[src/rtl/idx_gpio_pkg.sv]
package idx_gpio_pkg;

  localparam int unsigned BYTE_W = 8;

  // Index-port address of the pair for each placement code
  function automatic logic [BYTE_W-1:0] pair_base(input logic [1:0] sel);
    logic [BYTE_W-1:0] a;
    case (sel)
      2'd0:    a = 8'hE0;
      2'd1:    a = 8'hE2;
      2'd2:    a = 8'hE4;
      default: a = 8'hEA;
    endcase
    return a;
  endfunction

endpackage

[src/rtl/gpio_cfg_file.sv]
module gpio_cfg_file #(
  parameter int unsigned           GROUPS   = 3,
  parameter logic [GROUPS*8-1:0]   PIN_MASK = 24'hFF3FFF,
  parameter logic [GROUPS*8-1:0]   CFG_BASE = 24'hF5E8E0,
  parameter logic [7:0]            SEL_ADDR = 8'h03
) (
  input  logic                  clk,
  input  logic                  rst_n,
  input  logic                  cfg_we,
  input  logic [7:0]            cfg_addr,
  input  logic [7:0]            cfg_wdata,
  output logic                  port_en,
  output logic [1:0]            port_sel,
  output logic [GROUPS*8-1:0]   dir_in,
  output logic [GROUPS*8-1:0]   inv,
  output logic [GROUPS*8-1:0]   spec
);
  localparam int unsigned NP = GROUPS * 8;

  always_ff @(posedge clk) begin
    if (!rst_n) begin
      port_en  <= 1'b0;
      port_sel <= 2'd0;
    end else if (cfg_we && cfg_addr == SEL_ADDR) begin
      port_en  <= cfg_wdata[7];
      port_sel <= cfg_wdata[1:0];
    end
  end

  for (genvar g = 0; g < GROUPS; g++) begin : g_grp
    for (genvar b = 0; b < 8; b++) begin : g_pin
      localparam int unsigned K = g * 8 + b;
      if (PIN_MASK[K]) begin : g_live
        localparam logic [7:0] A = 8'(CFG_BASE[g*8 +: 8] + 8'(b));
        logic d_q, i_q, s_q;
        always_ff @(posedge clk) begin
          if (!rst_n) begin
            d_q <= 1'b1;
            i_q <= 1'b0;
            s_q <= 1'b0;
          end else if (cfg_we && cfg_addr == A) begin
            d_q <= cfg_wdata[0];
            i_q <= cfg_wdata[1];
            s_q <= cfg_wdata[3];
          end
        end
        assign dir_in[K] = d_q;
        assign inv[K]    = i_q;
        assign spec[K]   = s_q;
      end else begin : g_dead
        assign dir_in[K] = 1'b1;
        assign inv[K]    = 1'b0;
        assign spec[K]   = 1'b0;
      end
    end
  end

  // placement byte takes effect on the following edge
  p_sel_upd_r2: assert property (@(posedge clk) disable iff (!rst_n)
    (cfg_we && cfg_addr == SEL_ADDR) |=> (port_en == $past(cfg_wdata[7]) &&
                                          port_sel == $past(cfg_wdata[1:0])));

  initial begin
    if (NP > 64) $error("too many pins");
  end
endmodule

[src/rtl/gpio_port_io.sv]
module gpio_port_io
  import idx_gpio_pkg::*;
#(
  parameter int unsigned         GROUPS   = 3,
  parameter logic [GROUPS*8-1:0] PIN_MASK = 24'hFF3FFF
) (
  input  logic                clk,
  input  logic                rst_n,
  input  logic                port_en,
  input  logic [1:0]          port_sel,
  input  logic [7:0]          io_addr,
  input  logic                io_wr,
  input  logic                io_rd,
  input  logic [7:0]          io_wdata,
  output logic [7:0]          io_rdata,
  input  logic [GROUPS*8-1:0] pad_in,
  input  logic [GROUPS*8-1:0] dir_in,
  input  logic [GROUPS*8-1:0] inv,
  input  logic [GROUPS*8-1:0] spec,
  output logic [GROUPS*8-1:0] latch
);
  localparam int unsigned NP = GROUPS * 8;

  logic [7:0]    index_q;
  logic [7:0]    base;
  logic          hit_idx, hit_dat;
  logic [NP-1:0] rb;

  assign base    = pair_base(port_sel);
  assign hit_idx = port_en && (io_addr == base);
  assign hit_dat = port_en && (io_addr == 8'(base + 8'd1));

  always_ff @(posedge clk) begin
    if (!rst_n)               index_q <= 8'h00;
    else if (hit_idx && io_wr) index_q <= io_wdata;
  end

  for (genvar g = 0; g < GROUPS; g++) begin : g_reg
    localparam logic [7:0] GI = 8'(g + 1);
    localparam logic [7:0] MG = PIN_MASK[g*8 +: 8];
    logic [7:0] grp_q;
    always_ff @(posedge clk) begin
      if (!rst_n)                                 grp_q <= 8'h00;
      else if (hit_dat && io_wr && index_q == GI) grp_q <= io_wdata & MG;
    end
    assign latch[g*8 +: 8] = grp_q;

    // a data write through index g+1 lands in that group's latch
    p_grp_write_r4: assert property (@(posedge clk) disable iff (!rst_n)
      (hit_dat && io_wr && index_q == GI) |=> (latch[g*8 +: 8] == ($past(io_wdata) & MG)));
  end

  // Per-pin readback: raw pad in alternate mode, corrected pad for inputs, latch for outputs
  assign rb = PIN_MASK & ((spec & pad_in) |
                          (~spec & dir_in & (pad_in ^ inv)) |
                          (~spec & ~dir_in & latch));

  always_comb begin
    io_rdata = 8'h00;
    if (io_rd && hit_idx) begin
      io_rdata = index_q;
    end else if (io_rd && hit_dat) begin
      for (int g = 0; g < GROUPS; g++) begin
        if (index_q == 8'(g + 1)) io_rdata = rb[g*8 +: 8];
      end
    end
  end

  // bus traffic on a disabled pair leaves latches and index untouched
  p_dis_quiet_r3: assert property (@(posedge clk) disable iff (!rst_n)
    (!port_en && io_wr) |=> ($stable(latch) && $stable(index_q)));
endmodule

[src/rtl/gpio_pin_drive.sv]
module gpio_pin_drive #(
  parameter int unsigned         GROUPS   = 3,
  parameter logic [GROUPS*8-1:0] PIN_MASK = 24'hFF3FFF
) (
  input  logic [GROUPS*8-1:0] latch,
  input  logic [GROUPS*8-1:0] dir_in,
  input  logic [GROUPS*8-1:0] inv,
  input  logic [GROUPS*8-1:0] spec,
  input  logic [GROUPS*8-1:0] alt_out,
  input  logic [GROUPS*8-1:0] alt_oe,
  output logic [GROUPS*8-1:0] pad_out,
  output logic [GROUPS*8-1:0] pad_oe,
  output logic [GROUPS*8-1:0] alt_sel
);
  localparam int unsigned NP = GROUPS * 8;

  for (genvar k = 0; k < NP; k++) begin : g_pin
    if (PIN_MASK[k]) begin : g_live
      assign pad_out[k] = spec[k] ? alt_out[k] : (latch[k] ^ inv[k]);
      assign pad_oe[k]  = spec[k] ? alt_oe[k]  : ~dir_in[k];
      assign alt_sel[k] = spec[k];
    end else begin : g_dead
      assign pad_out[k] = 1'b0;
      assign pad_oe[k]  = 1'b0;
      assign alt_sel[k] = 1'b0;
    end
  end
endmodule

[src/rtl/idx_gpio.sv]
module idx_gpio #(
  parameter int unsigned         GROUPS   = 3,
  parameter logic [GROUPS*8-1:0] PIN_MASK = 24'hFF3FFF,
  parameter logic [GROUPS*8-1:0] CFG_BASE = 24'hF5E8E0,
  parameter logic [7:0]          SEL_ADDR = 8'h03
) (
  input  logic                clk,
  input  logic                rst_n,
  input  logic                cfg_we,
  input  logic [7:0]          cfg_addr,
  input  logic [7:0]          cfg_wdata,
  input  logic [7:0]          io_addr,
  input  logic                io_wr,
  input  logic                io_rd,
  input  logic [7:0]          io_wdata,
  output logic [7:0]          io_rdata,
  input  logic [GROUPS*8-1:0] pad_in,
  input  logic [GROUPS*8-1:0] alt_out,
  input  logic [GROUPS*8-1:0] alt_oe,
  output logic [GROUPS*8-1:0] pad_out,
  output logic [GROUPS*8-1:0] pad_oe,
  output logic [GROUPS*8-1:0] alt_sel
);
  localparam int unsigned NP = GROUPS * 8;

  logic          port_en;
  logic [1:0]    port_sel;
  logic [NP-1:0] dir_in, inv, spec, latch;

  gpio_cfg_file #(.GROUPS(GROUPS), .PIN_MASK(PIN_MASK), .CFG_BASE(CFG_BASE),
                  .SEL_ADDR(SEL_ADDR)) u_cfg (
    .clk(clk), .rst_n(rst_n), .cfg_we(cfg_we), .cfg_addr(cfg_addr),
    .cfg_wdata(cfg_wdata), .port_en(port_en), .port_sel(port_sel),
    .dir_in(dir_in), .inv(inv), .spec(spec)
  );

  gpio_port_io #(.GROUPS(GROUPS), .PIN_MASK(PIN_MASK)) u_port (
    .clk(clk), .rst_n(rst_n), .port_en(port_en), .port_sel(port_sel),
    .io_addr(io_addr), .io_wr(io_wr), .io_rd(io_rd), .io_wdata(io_wdata),
    .io_rdata(io_rdata), .pad_in(pad_in), .dir_in(dir_in), .inv(inv),
    .spec(spec), .latch(latch)
  );

  gpio_pin_drive #(.GROUPS(GROUPS), .PIN_MASK(PIN_MASK)) u_drive (
    .latch(latch), .dir_in(dir_in), .inv(inv), .spec(spec),
    .alt_out(alt_out), .alt_oe(alt_oe),
    .pad_out(pad_out), .pad_oe(pad_oe), .alt_sel(alt_sel)
  );

  // a disabled pair reads as zero
  p_dis_read_r3: assert property (@(posedge clk) disable iff (!rst_n)
    !port_en |-> (io_rdata == 8'h00));

  // an ordinary-mode input never drives its pad
  p_input_hiz_r7: assert property (@(posedge clk) disable iff (!rst_n)
    ((dir_in & ~spec & pad_oe) == '0));

  // alternate-mode pins follow the peripheral's enable
  p_alt_follow_r10: assert property (@(posedge clk) disable iff (!rst_n)
    (((pad_oe ^ alt_oe) & spec) == '0));
endmodule

[config.mk]
export PLATFORM = sky130hd
export DESIGN_NAME = idx_gpio
export DESIGN_NICKNAME = d
export VERILOG_FILES = /design/src/rtl/idx_gpio_pkg.sv /design/src/rtl/gpio_cfg_file.sv /design/src/rtl/gpio_port_io.sv /design/src/rtl/gpio_pin_drive.sv /design/src/rtl/idx_gpio.sv
export SDC_FILE = /design/constraint.sdc
export NUM_CORES = 1
export LEC_CHECK = 0
export ABC_AREA = 1
export BUFFER_PORTS_ARGS = -buffer_cell sky130_fd_sc_hd__clkbuf_2
export CORE_MARGIN = 5
export CORE_UTILIZATION = 55
export CTS_CLUSTER_SIZE = 28
export DETAILED_ROUTE_END_ITERATION = 12
export PLACE_DENSITY = 0.92
export RECOVER_POWER = 25
export SLEW_MARGIN = 15
export SYNTH_ARGS = -nofsm -noshare
export SYNTH_HDL_FRONTEND = slang
export SYNTH_SLANG_ARGS = --single-unit
[constraint.sdc]
create_clock -name clk -period 4.45 [get_ports clk]
set_clock_uncertainty 0.15 [all_clocks]
set_input_delay 0.89 -clock clk [delete_from_list [all_inputs] [get_ports clk]]
set_output_delay 0.89 -clock clk [all_outputs]
set_load 0.02 [all_outputs]
### Yosys cells after proc, flatten, opt, wreduce, memory -nomap -nowiden

Index checks and enable logic that the tools add are counted.

| word-level totals | value |
|---|---|
| input bits | 109 |
| word-level logic and storage cells | 240 |
| output and inout port bits | 80 |
| register bits | 99 |

| cells by class | value |
|---|---|
| add/subtract/negate cells | 1 |
| muxes and demuxes | 50 |
| eq/ne operators | 30 |
| bitwise gates (word level) | 54 |
| reductions and logical operators | 33 |

Operators with widths:

| kind | count |
|---|---|
| $eq 8x8->1 const B | 22 |
| $and 24x24->24 | 5 |
| $not 24->24 | 2 |
| $or 24x24->24 | 2 |
| $mux 1 | 44 |
| $mux 8 | 5 |
| $logic_and 1x1->1 | 32 |
| $eq 8x2->1 const B | 3 |
| $xor 24x24->24 | 1 |
| $not 1->1 | 22 |
| $xor 1x1->1 | 22 |
| $eq 8x8->1 | 2 |
| $pmux 4 s3 | 1 |
| $eq 8x1->1 const B | 1 |
| $add 6x2->7 const B | 1 |
| $eq 2x1->1 const B | 1 |
| $eq 2x2->1 const B | 1 |
| $logic_not 2->1 | 1 |

### Longest topological paths before layout

| logic depth | value |
|---|---|
| depth in word-level cells | 10 |
| depth in mapped cells | 11 |
| depth with buffers taken out | 10 |

### Cells and area by module

Synthesis repeated with hierarchy kept, for this count alone.

| second synthesis, totals | value |
|---|---|
| cells, all modules | 1212 |
| area, all modules | 7176.9 um^2 |

Modules (own cells, without submodules):

| module | sequential area each (um^2) | area each (um^2) | times used | cells an instance |
|---|---|---|---|---|
| gpio_cfg_file | 1381.3 | 3568.4 | 1 | 515 |
| gpio_port_io | 600.6 | 2513.7 | 1 | 448 |
| gpio_pin_drive | 0.0 | 1094.8 | 1 | 249 |

### Worst setup path after synthesis

OpenSTA, ideal clock, no wires.

| timing | value |
|---|---|
| path kind | input-to-output |
| from | in io_addr[1] |
| to | out io_rdata[2] |
| data required time | 3410 ps |
| stages on the path | 8 |
| setup slack | 1628 ps |
| path buffers | 0 |
| arrival | 1782 ps |
| cell sequence | inv_1 > nand2_1 > nand2_1 > nor2_2 > nand4_1 > a21oi_1 > nand2_1 > nand2_1 |

| on the way | value |
|---|---|
| longest elaborated chain between the ends | 5 |
| elaborated cells between the ends (all ways) | 8 |
| those cells by class | eq/ne (2); mux (2); reduce/logical (4) |

Ends and longest elaborated chain:

| element | RTL line | source |
|---|---|---|
| start: declaration | idx_gpio.sv:12 | `input logic [7:0] io_addr,` |
| $eq 8x8->1 | gpio_port_io.sv:31 | `assign hit_dat = port_en && (io_addr == 8'(base + 8'd1));` |
| $logic_and 1x1->1 | gpio_port_io.sv:31 |  |
| $logic_and 1x1->1 | gpio_port_io.sv:62 | `end else if (io_rd && hit_dat) begin` |
| $mux 8 | gpio_port_io.sv:62 |  |
| $mux 8 * | gpio_port_io.sv:60 | `if (io_rd && hit_idx) begin` |
| end: declaration | idx_gpio.sv:16 | `output logic [7:0] io_rdata,` |

Every way passes the cells marked *; elsewhere a longest branch is shown, timed or not.

### Worst setup path in the final report

| timing | value |
|---|---|
| from | in io_addr[7] |
| to | out io_rdata[5] |

Same word-level chain as after synthesis.

==> results.yml <==
run_status:
  status: "finished, final reports clean"
global_routing:
  maximum_number_of_pins_on_one_net_before_global_route_repair: 65
  grtUsageTotal_pct: 25.5
  grt_first_pass_wirelength_um: 26700
  grt_antenna_before_repair: 0
  grt_remaining_overflow: 0
  grt_pass1_vias: 5694
timing:
  fmax_mhz: 290
  hold_viol: 0
  max-slew-margin-rel_pct: 45.2
  setup_slack_ns: 1.00
  tns_ns: 0
  min_period_over_period_pct: 77.5
  worstMarginPinSlew_ns: 0.821
  rsz0062_at_grt: "false"
  finalSetupViolCount: 0
  finalWorstPathRequiredPeriod_ns: 3.45
  slew_viol_final: 0
placed_design:
  dpl.hpwl_um: 12600
  io_buffers: 172
  placed_cells_incl_taps: 1155
  dp_slack_ns: 1.25
  gpl.final_weighted_congestion: 0.956
finish:
  areaGrowthSynthToFinish_pct: 15.4
  post_route_cells_drive_above_1_share_pct: 20.4
  finish.utilization_pct: 64.8
  nets: 1139
  antennaDiodeCount: 0
  fin_cells: 1171
hold_path:
  startpoint_of_the_tightest_hold_check_path: "u_cfg.g_grp[2].g_pin[2].g_live.i_q$_SDFFE_PN0P_"
  min_delay_path_depth: 2
  holdPathEnd: "u_cfg.g_grp[2].g_pin[2].g_live.i_q$_SDFFE_PN0P_"
  hold_path_class: "reg2reg"
detailed_routing:
  dr.first_iter.drc_count: 523
  antenna_violating_nets_post_route: 0
  drt-total-wl_um: 16400
  viasPerCell: 5.32
  drtPass1Iterations: 5
  detail_route.wl_per_cell_um: 14.0
  route.vias.total: 6226
  drcViolationCount: 0
critical_path:
  launching_element_type_of_the_critical_path: "primary input"
  rr_worst_depth: 7
  r2r-end: "u_port.index_q[7]$_SDFFE_PN0P_"
  setup.worst_path.class: "in2out"
  timing.critical_path.required_ns: 3.41
  slowest_delay_ns: 0.41
  reg2reg_slack_ns: 1.97
  critical_path.cell_chain: "clkbuf_2 > nand3_1 > nor3_1 > nand4_1 > nor2_1 > nand2_1 > nand2_1 > clkbuf_2"
  endpoint_kind: "output port"
  critical_path.slowest_cell: "nor3_1"
  worst_ep_arrival_time_ns: 2.41
  crit_path_max_fanout: 7
  worst_r2r_startpoint: "u_cfg.port_en$_SDFFE_PN0P_"
die:
  initial_utilization_pct: 56.1
  floorplan.rows: 37
  design.die.area_mm2: 0.0126
  die_width_um: 112
  die_h_um: 112
  ios: 189
  area_of_the_core_mm2: 0.0103
pwr:
  total_leakage_power_nw: 3.21
  ir_drop_v: 0.000154
  power.density_cell_area_mw_per_mm2: 241
logic_synthesis:
  synthesis.area_per_instance_um2: 6.47
  synth.top_cell.area_share_pct: 34.4
  yosys_register_bits: 99
  asyncSetResetFlopFracSynth_pct: 0
  synthesized_cell_area_mm2: 0.00577
  synth.area.top_cells: "dfxtp_1 34%, nand2_1 15%, nor2_1 7.1%"
  yosysSeqAreaShare_pct: 34.4
  yosys_warnings: 0
  netlist-cell-type-count: 33
  yosysMostFrequentCell: "nand2_1"
  synth_flop_cell: "dfxtp_1"
  synth_top_area_cell: "dfxtp_1"
  ys_top_cells_by_count: "230 x nand2_1, 109 x nor2_1, 99 x dfxtp_1, 89 x inv_1, 77 x o21ai_0"
  netlist_instances: 891
  number_of_enable_flip_flop_cells_after_synthesis: 0
clocking:
  clockRootBuffer: "clkbuf_8"
  clk_pin_slew_ns: 0.09
  postCtsSetupRepairBufs: 0
  clock-sinks: 99
  tritoncts_clock_tree: "done"
  ctsResizeCount: 0
  cts-hold-fix-buffers: 0
  cts_inserted_buffers: 9
  htree_num_levels: 3
  clock_insertion_delay_worst_skew_ns: 0.37
  maximum_root_to_sink_buffer_count: 2
run:
  cap_violations: 0
## power by group
| group | leakage [nW] | switching [W] | internal [W] |
|---|---|---|---|
| Combinational | 2.31 | 0.0000827 | 0.0000500 |
| Sequential | 0.798 | 0.00000146 | 0.000887 |
| Clock | 0.103 | 0.000324 | 0.000259 |
## critical path: cells and delay by family
| family | cells | cell delay (ns) |
|---|---|---|
| AND/OR/NAND/NOR | 6 | 1.26 |
| buffers and inverters | 2 | 0.25 |
## worst max-delay path by stage
stage	start	to	slack (ns)
3_3_place_gp	io_addr[1]	io_rdata[2]	1.25
3_5_place_dp	io_addr[1]	io_rdata[2]	1.25
6_report	io_addr[7]	io_rdata[5]	1.00
4_1_cts	u_port.index_q[4]$_SDFFE_PN0P_	io_rdata[7]	1.03
5_1_grt	io_addr[7]	io_rdata[5]	0.83
2_1_floorplan	io_addr[1]	io_rdata[2]	1.63
## cells in the final DEF, fill, tap and decap left out, types with 2 or more instances in the layout
master and count:
clkbuf_1 9, nand2_1 230, nor3_1 6, conb_1 6, buf_4 2, inv_1 89
or2_2 15, nand3_1 61, clkbuf_2 163, nor2_1 109, dfxtp_1 99, nor2_2 5
inv_2 3, clkinv_2 4, o211ai_1 27, clkbuf_8 9, nand4_1 10, xnor2_1 23
and3_1 5, a21oi_1 62, nor2_4 4, o21ai_0 77, nand3b_1 6
## through the flow
step	hold WS [ns]	total power (W)	area [um2]
final	0.326	0.00160	6660
after global placement	0.298	0.00104	6500
after global routing	0.359	0.00166	6660
after CTS	0.330	0.00160	6690
after detailed placement	0.306	0.00104	6500
after floorplan	0.289	0.000978	5780
## registers in the layout, summed over array words and instances (netlist names)
signal                        count
u_cfg.port_en                     1
u_cfg.g_grp.g_pin.g_live.d_q     22
u_cfg.port_sel                    2
u_cfg.g_grp.g_pin.g_live.i_q     22
u_port.g.grp_q                   22
u_cfg.g_grp.g_pin.g_live.s_q     22
u_port.index_q                    8
## final cells by class
cell class	count	area, um2
clock buffers	9	124
repair buffers	174	865
fillers	957	3620
flip-flops and latches	99	1980
inverters	93	349
well taps	136	170
clock inverters	7	67.6
multi-input cells	653	3100
## cells by family (layout without fill, tap and decap cells)
group	Yosys count	count (layout)	share of synthesized area, %
flops	99	99	34.4
compound gates	167	167	15.7
buf+inv	144	283	11.8
other cells	1	6	0.0650
simple gates	456	456	34.4
xor+xnor	24	24	3.65
## layer usage
layer | track usage (%) | share of wire [%] | up-vias
li1 | - | - | 3124
met1 | 32.0 | 41 | 2769
met2 | 43.5 | 47 | 289
met3 | 5.18 | 9.3 | 44
met4 | 9.13 | 2.9 | 0
met5 | 0 | 0 | -
Note: power is estimated with default switching activity, not from simulation.
